[config.mk]
export PLATFORM = sky130hd
export DESIGN_NAME = op16_alu
export DESIGN_NICKNAME = d
export VERILOG_FILES = /design/src/rtl/op16_alu_pkg.sv /design/src/rtl/alu_bitwise.sv /design/src/rtl/alu_arith.sv /design/src/rtl/alu_divider.sv /design/src/rtl/alu_flags.sv /design/src/rtl/op16_alu.sv
export SDC_FILE = /design/constraint.sdc
export NUM_CORES = 1
export LEC_CHECK = 0
export ABC_AREA = 1
export BUFFER_PORTS_ARGS = -buffer_cell sky130_fd_sc_hd__clkbuf_2
export CORE_ASPECT_RATIO = 1.2
export CORE_MARGIN = 8
export CORE_UTILIZATION = 60
export DETAILED_ROUTE_END_ITERATION = 10
export PLACE_DENSITY = 0.83
export SYNTH_ARGS = -nofsm -noshare
export SYNTH_HDL_FRONTEND = slang
export SYNTH_HIERARCHICAL = 1
export SYNTH_SLANG_ARGS = --single-unit
[constraint.sdc]
create_clock -name vclk -period 88.7
set_input_delay 17.74 -clock vclk [all_inputs]
set_output_delay 17.74 -clock vclk [all_outputs]
set_load 0.05 [all_outputs]
[src/rtl/op16_alu_pkg.sv]
package op16_alu_pkg;
  localparam int unsigned OP_BITS = 4;

  typedef enum logic [OP_BITS-1:0] {
    OP_OR   = 4'd0,
    OP_NOT  = 4'd1,
    OP_AND  = 4'd2,
    OP_XOR  = 4'd3,
    OP_ADD  = 4'd4,
    OP_SUB  = 4'd5,
    OP_MUL  = 4'd6,
    OP_DIV  = 4'd7,
    OP_MOVR = 4'd8,
    OP_MOVI = 4'd9
  } alu_op_e;
endpackage

[src/rtl/alu_bitwise.sv]
module alu_bitwise #(
  parameter int unsigned WIDTH = 16
) (
  input  logic [1:0]       sel_i,
  input  logic [WIDTH-1:0] a_i,
  input  logic [WIDTH-1:0] b_i,
  output logic [WIDTH-1:0] y_o
);
  // sel_i matches the low two bits of codes 0..3
  always_comb begin
    unique case (sel_i)
      2'd0:    y_o = a_i | b_i;
      2'd1:    y_o = ~a_i;
      2'd2:    y_o = a_i & b_i;
      default: y_o = a_i ^ b_i;
    endcase
  end
endmodule

[src/rtl/alu_arith.sv]
module alu_arith #(
  parameter int unsigned WIDTH = 16
) (
  input  logic             sub_i,
  input  logic [WIDTH-1:0] a_i,
  input  logic [WIDTH-1:0] b_i,
  output logic [WIDTH-1:0] sum_o,
  output logic [WIDTH-1:0] prod_o
);
  logic [WIDTH-1:0] b_eff;
  logic [WIDTH:0]   sum_full;
  logic [2*WIDTH-1:0] prod_full;

  // one adder serves both add and subtract (two's complement)
  assign b_eff     = sub_i ? ~b_i : b_i;
  assign sum_full  = {1'b0, a_i} + {1'b0, b_eff} + {{WIDTH{1'b0}}, sub_i};
  assign sum_o     = sum_full[WIDTH-1:0];

  assign prod_full = {{WIDTH{1'b0}}, a_i} * {{WIDTH{1'b0}}, b_i};
  assign prod_o    = prod_full[WIDTH-1:0];
endmodule

[src/rtl/alu_divider.sv]
module alu_divider #(
  parameter int unsigned WIDTH = 16
) (
  input  logic [WIDTH-1:0] num_i,
  input  logic [WIDTH-1:0] den_i,
  output logic [WIDTH-1:0] quo_o
);
  localparam int unsigned RW = WIDTH + 1;

  // restoring array: one trial subtract per quotient bit
  logic [RW-1:0] part [WIDTH+1];
  logic [WIDTH-1:0] qbit;

  assign part[WIDTH] = '0;

  for (genvar s = WIDTH - 1; s >= 0; s--) begin : g_stage
    logic [RW-1:0] shifted;
    logic [RW-1:0] diff;
    assign shifted = {part[s+1][WIDTH-1:0], num_i[s]};
    assign diff    = shifted - {1'b0, den_i};
    assign qbit[s] = ~diff[RW-1];
    assign part[s] = qbit[s] ? diff : shifted;
  end

  // a zero divisor makes every trial succeed, so the quotient is all ones
  assign quo_o = qbit;

  logic unused_rem;
  assign unused_rem = ^part[0];
endmodule

[src/rtl/alu_flags.sv]
module alu_flags #(
  parameter int unsigned WIDTH = 16
) (
  input  logic [WIDTH-1:0] res_i,
  output logic             zero_o,
  output logic             neg_o,
  output logic             pos_o
);
  logic any_set;

  assign any_set = |res_i;
  assign zero_o  = ~any_set;
  assign neg_o   = res_i[WIDTH-1];
  assign pos_o   = any_set & ~res_i[WIDTH-1];
endmodule

[src/rtl/op16_alu.sv]
module op16_alu
  import op16_alu_pkg::*;
#(
  parameter int unsigned WIDTH = 16
) (
  input  logic [3:0]       op_i,
  input  logic [WIDTH-1:0] a_i,
  input  logic [WIDTH-1:0] b_i,
  output logic [WIDTH-1:0] result_o,
  output logic             zero_o,
  output logic             neg_o,
  output logic             pos_o
);
  logic [WIDTH-1:0] bit_y;
  logic [WIDTH-1:0] sum_y;
  logic [WIDTH-1:0] prod_y;
  logic [WIDTH-1:0] quo_y;
  logic [WIDTH-1:0] res;

  alu_bitwise #(.WIDTH(WIDTH)) u_bitwise (
    .sel_i (op_i[1:0]),
    .a_i   (a_i),
    .b_i   (b_i),
    .y_o   (bit_y)
  );

  alu_arith #(.WIDTH(WIDTH)) u_arith (
    .sub_i  (op_i[0]),
    .a_i    (a_i),
    .b_i    (b_i),
    .sum_o  (sum_y),
    .prod_o (prod_y)
  );

  alu_divider #(.WIDTH(WIDTH)) u_divider (
    .num_i (a_i),
    .den_i (b_i),
    .quo_o (quo_y)
  );

  always_comb begin
    case (op_i)
      OP_OR, OP_NOT, OP_AND, OP_XOR: res = bit_y;
      OP_ADD, OP_SUB:                res = sum_y;
      OP_MUL:                        res = prod_y;
      OP_DIV:                        res = quo_y;
      OP_MOVR, OP_MOVI:              res = b_i;
      default:                       res = '0;
    endcase
  end

  assign result_o = res;

  alu_flags #(.WIDTH(WIDTH)) u_flags (
    .res_i  (res),
    .zero_o (zero_o),
    .neg_o  (neg_o),
    .pos_o  (pos_o)
  );
endmodule

======== Word level (Yosys, flattened, before mapping) ========
Index checks and enable logic that the tools add are counted.
cells by class
  add/sub/neg operators ................... 18
  $mul .................................... 1
  equal/unequal tests ..................... 11
  mux-type cells .......................... 18
  bitwise logic cells ..................... 24
  reductions and logical operators ........ 6
operators by type and width
  operator                                                               number
  16-bit two-way mux                                                     16
  17-bit by 16-bit subtractor with 17-bit output                         15
  16-bit case mux with 5 select lines                                    1
  16-bit case mux with 3 select lines                                    1
  16-bit inverter                                                        2
  1-bit inverter                                                         18
  1-bit by 16-bit subtractor with 17-bit output                          1
  16-bit by 1-bit adder with 16-bit output                               1
  16-bit adder                                                           1
  16-bit bitwise AND                                                     1
  4-bit by 3-bit equality test with 1-bit output, second input constant  4
  16-bit by 16-bit multiplier with 16-bit output                         1
  16-bit OR                                                              1
  16-bit OR reduction                                                    1
  16-bit bitwise XOR                                                     1
  4-bit by 2-bit equality test with 1-bit output, second input constant  2
  4-bit equality test, second input constant                             2
  4-bit by 1-bit equality test with 1-bit output, second input constant  1
  4-bit logical NOT                                                      1
  2-bit OR reduction                                                     2
  4-bit OR reduction                                                     1
  2-bit by 1-bit equality test with 1-bit output, second input constant  1
  2-bit equality test, second input constant                             1
  2-bit logical NOT                                                      1
  1-bit bitwise AND                                                      1
storage, ports and cells
  flip-flop bits (word level) ............. 0
  input port bits ......................... 36

======== Longest topological paths before layout ========
  depth after elaboration ................. 35
  gate-level depth with buffers ........... 312
  gate-level depth less buffers ........... 286

======== By module ========
The synthesis kept the hierarchy.
modules (own cells, without submodules)
  module       times used  cells each  area an instance (um^2)  seq. area each (um^2)
  alu_divider  1           2,014       12,782.3                 0.0
  alu_arith    1           744         5,107.4                  0.0
  alu_bitwise  1           172         1,172.4                  0.0
  op16_alu     1           201         964.7                    0.0
  alu_flags    1           17          71.3                     0.0

======== Worst setup path before layout ========
Ideal clock, no wire load.
  kind .................................... input port to output port
  start point ............................. input port b_i[3]
  end point ............................... output port pos_o
  arrival time ............................ 58.847 ns
  data required time ...................... 70.960 ns
  setup slack ............................. 12.113 ns
  stages .................................. 290
  buffers on the path ..................... 24
  path through ............................ inv_1 -> nand4_1 -> nor3_2 -> nand4_1 -> nor2_1 -> nand2_1 -> nand2_1 -> inv_1 -> ha_1 -> nand2_1 -> inv_1 -> nand3_1 -> nor2_1 -> nor3_1 -> nand3_1 -> nand2_2 -> buf_6 -> inv_2 -> [... 254 more ...] -> nand2_1 -> nand4_1 -> o211ai_1 -> a21oi_1 -> nor2_1 -> a211oi_1 -> nor2_1 -> a2111o_1 -> nand3b_1 -> nand2_1 -> nand3_1 -> nand2_1 -> nor2_1 -> nand2_1 -> nor2_1 -> nand2_1 -> nor2_1 -> a21oi_1
on the way
  elaborated cells between the ends (all ways) .. 60
  those cells by class .................... 18 x add/sub; 1 x mul; 18 x mux; 22 x bitwise; 1 x reduce/logical
RTL lines
  what                                                RTL line           source
  from (decl)                                         op16_alu.sv:8      input logic [WIDTH-1:0] b_i,
  1-bit by 16-bit subtractor with 17-bit output       alu_divider.sv:20  assign diff = shifted - {1'b0, den_i};
  16-bit two-way mux                                  alu_divider.sv:22  assign part[s] = qbit[s] ? diff : shifted;
  17-bit by 16-bit subtractor with 17-bit output (*)  alu_divider.sv:20
  1-bit inverter (*)                                  alu_divider.sv:21  assign qbit[s] = ~diff[RW-1];
  net quo_y[14]                                       op16_alu.sv:17     logic [WIDTH-1:0] quo_y;
  16-bit case mux with 5 select lines (*)             op16_alu.sv:42     case (op_i)
  16-bit OR reduction (*)                             alu_flags.sv:11    assign any_set = |res_i;
  1-bit bitwise AND (*)                               alu_flags.sv:14    assign pos_o = any_set & ~res_i[WIDTH-1];
  to (decl)                                           op16_alu.sv:12     output logic pos_o
The timed path passes the listed nets; every way through them passes the cells marked *.

======== Worst setup path after layout ========
  start point ............................. input port b_i[3]
  end point ............................... output port zero_o
on the way
  elaborated cells between the ends (all ways) .. 59
  those cells by class .................... 18 x add/sub; 1 x mul; 18 x mux; 21 x bitwise; 1 x reduce/logical
RTL lines
  what                                                RTL line           source
  1-bit by 16-bit subtractor with 17-bit output       alu_divider.sv:20
  16-bit two-way mux                                  alu_divider.sv:22
  17-bit by 16-bit subtractor with 17-bit output (*)  alu_divider.sv:20
  1-bit inverter (*)                                  alu_divider.sv:21
  net quo_y[14]                                       op16_alu.sv:17
  16-bit case mux with 5 select lines (*)             op16_alu.sv:42
  16-bit OR reduction (*)                             alu_flags.sv:11
  1-bit inverter (*)                                  alu_flags.sv:12    assign zero_o = ~any_set;
  to (decl)                                           op16_alu.sv:10     output logic zero_o,
Marks and branches as above.

==> reports/qor_table.md <==
| Stage | Result | Value |
|---|---|---|
| placed design | Quantity of I/O buffers inserted on ports | 55 |
| critical path | Crit-path max FO | 31 |
| placed design | Weighted congestion reported at the end of routability-driven placement | 0.950 |
| placed design | Worst setup timing slack at the placement stage | 6290 ps |
| sta | Number of max-slew violations in the final report | 0 |
| global routing | Total global routing track utilization | 27.9% |
| floorplan | Full die area | 39600 sq um |
| yosys | Area of the mapped netlist | 20100 sq um |
| route | ANT nets after route | 0 |
| global routing | Number of global-route vias before repair | 20027 |
| yosys | Number of warnings issued by yosys | 6 |
| clock tree | Post CTS Setup Buffer Count | 0 |
| run status | Run status | finished clean |
| critical path | Required time reported for the critical path endpoint | 70960 ps |
| clock tree | Number of gates resized after CTS | 0 |
| critical path | CP Launch Point | b_i[3] |
| route | Total number of vias | 20672 |
| sta | Number of endpoints with negative hold slack in the final report | 0 |
| sta | Post-route setup slack | 5740 ps |
| route | Via density per instance | 5.77 |
| route | Number of search-and-repair iterations in the first detailed-routing pass | 6 |
| sta | Setup repair after global routing missed its margin | false |
| route | DR WL/cell | 16.0 microns |
| sta | Final critical-path share of the clock period | 93.5% |
| placed design | Post-detailed-placement half-perimeter wirelength | 45.6 mm |
| layout | Nets | 3602 |
| min path | Hold Path Cell Cnt | 6 |
| yosys | Count of unique library cells instantiated by Yosys | 63 |
| route | Final Routed Wirelength | 57.2 mm |
| critical path | Startpoint Class | primary input |
| sta | Count of endpoints failing setup in the final report | 0 |
| floorplan | Cell row count | 73 |
| critical path | Most common cell type on the critical path | sky130_fd_sc_hd__a21oi_1 |
| sta | Worst Max-Slew Pin Slew | 1110 ps |
| critical path | Worst-path cell with the longest stage delay | sky130_fd_sc_hd__inv_1 |
| global routing | Number of antenna violations at the first check in global routing | 1 |
| critical path | Critical path type | primary input to primary output |
| sta | Max_slew headroom | 25.9% |
| floorplan | Die Ht | 216 microns |
| layout | Fraction of layout cells with a size suffix above 1 | 7.69% |
| yosys | Sequential element share of the synthesized area | 0% |
| yosys | Average footprint of a synthesized cell | 6.38 sq um |
| floorplan | Chip width | 183 microns |
| critical path | Data arrival time of the critical path | 65220 ps |
| sta | Setup TNS | 0 ps |
| global routing | GR Overflow Total | 0 |
| job | Max Cap Viol | 0 |
| route | Final routed DRC violation total | 0 |
| floorplan | Core ar. | 33100 sq um |
| yosys | Number of instances in the synthesized netlist | 3148 |
| global routing | Pin count of the biggest net entering global routing | 37 |
| route | Detailed router's first-iteration violation count | 1651 |
| layout | Layout area overhead | 1.89% |
| sta | Achievable Freq | 0.0121 GHz |
| critical path | CP Capture Point | zero_o |
| sta | Minimum period implied by the final worst setup slack | 82960 ps |
| clock tree | CTS Hold Bufs | 0 |
| min path | Classification of the worst-slack hold path | primary input to primary output |
| floorplan | Initial Utilization | 60.8% |
| layout | Clock buf count | 0 |
| layout | Total area of sequential cells | 0 sq um |
| global routing | Wire length of the first global-routing pass | 93.8 mm |
| critical path | Worst stage delay on the critical path | 760 ps |
| floorplan | Count of boundary I/O pins | 55 |
| layout | Sequential cell count | 0 |
| critical path | Capturing element type of the critical path | primary output |
synthesized netlist by cell type, drive strengths merged, types with 12 or more instances:
cell    count  area share [%]
a21o       15            0.56
a21oi     252             6.5
a31oi      13            0.40
and2       12            0.37
buf        57             2.3
clkbuf     32            0.63
fa         95             9.5
ha        335              21
inv       591              11
nand2     682              14
nand3     183             5.2
nand3b     15            0.56
nand4      59             2.1
nor2      149             3.2
nor3       14            0.37
o21ai     262             6.8
o21bai     73             2.7
or2        16            0.50
xnor2      43             1.9
xor2      201             8.8
kinds of logic after synthesis:
family	count (synthesis)	synth area share [%]
AOI/OAI and AO/OA	654	18.6
xor gates and xnor gates	244	10.7
and+or+nand+nor	1138	26.3
other	1	0.0187
adders and majority gates	430	30.3
buffers and inverters	681	14.0
final cells by class:
type	instances	area [sq um]
antenna	1	2.50
inverter	592	2230
multi-input combinational	2473	17300
fill	3112	12600
timing repair buffer	69	380
tap	450	563
worst min-delay path by stage:
| stage | endpoint | from |
|---|---|---|
| 2_1_floorplan | result_o[0] | b_i[0] |
| 3_3_place_gp | result_o[13] | b_i[13] |
| 3_5_place_dp | result_o[13] | b_i[13] |
| 4_1_cts | result_o[13] | b_i[13] |
| 5_1_grt | result_o[14] | b_i[14] |
| 6_report | result_o[14] | b_i[14] |
through the flow:
stage	hold WS (ps)	util, %	instances	instance area, sq um
global placement	36310	61.9	3584	20500
global route	36470	61.9	3585	20500
finish	36400	61.9	3585	20500
detailed placement	36340	61.9	3584	20500
CTS	36350	61.9	3584	20500
floorplan	35930	-	3154	20100
cell usage in the layout, fill, tap and decap left out, types with 61 or more instances in the layout:
cell type and n:
sky130_fd_sc_hd__fa_1 95, sky130_fd_sc_hd__nor2_1 130, sky130_fd_sc_hd__a21oi_1 241, sky130_fd_sc_hd__ha_1 335, sky130_fd_sc_hd__o21bai_1 73, sky130_fd_sc_hd__o21ai_1 61
sky130_fd_sc_hd__xor2_1 200, sky130_fd_sc_hd__nand2_1 632, sky130_fd_sc_hd__nand3_1 157, sky130_fd_sc_hd__inv_1 568, sky130_fd_sc_hd__o21ai_0 186
layer usage:
layer  up-vias  GRT usage [%]  part of all wire [%]
li1      10191              -                     -
met4         0           13.2                   4.7
met5         -              0                     0
met2       785           50.2                    48
met3       204           2.91                   6.8
met1      9492           32.6                    40
worst max-delay path, delay by kind of cell:
family          cells  cell delay [ps]
simple gates       87            13450
buf+inv            32             4280
compound gates    136            23780
fa+ha+maj          15             5830
Power is not shown: default switching activity piles up to over one toggle a cycle in this logic, so the estimate is an artifact.
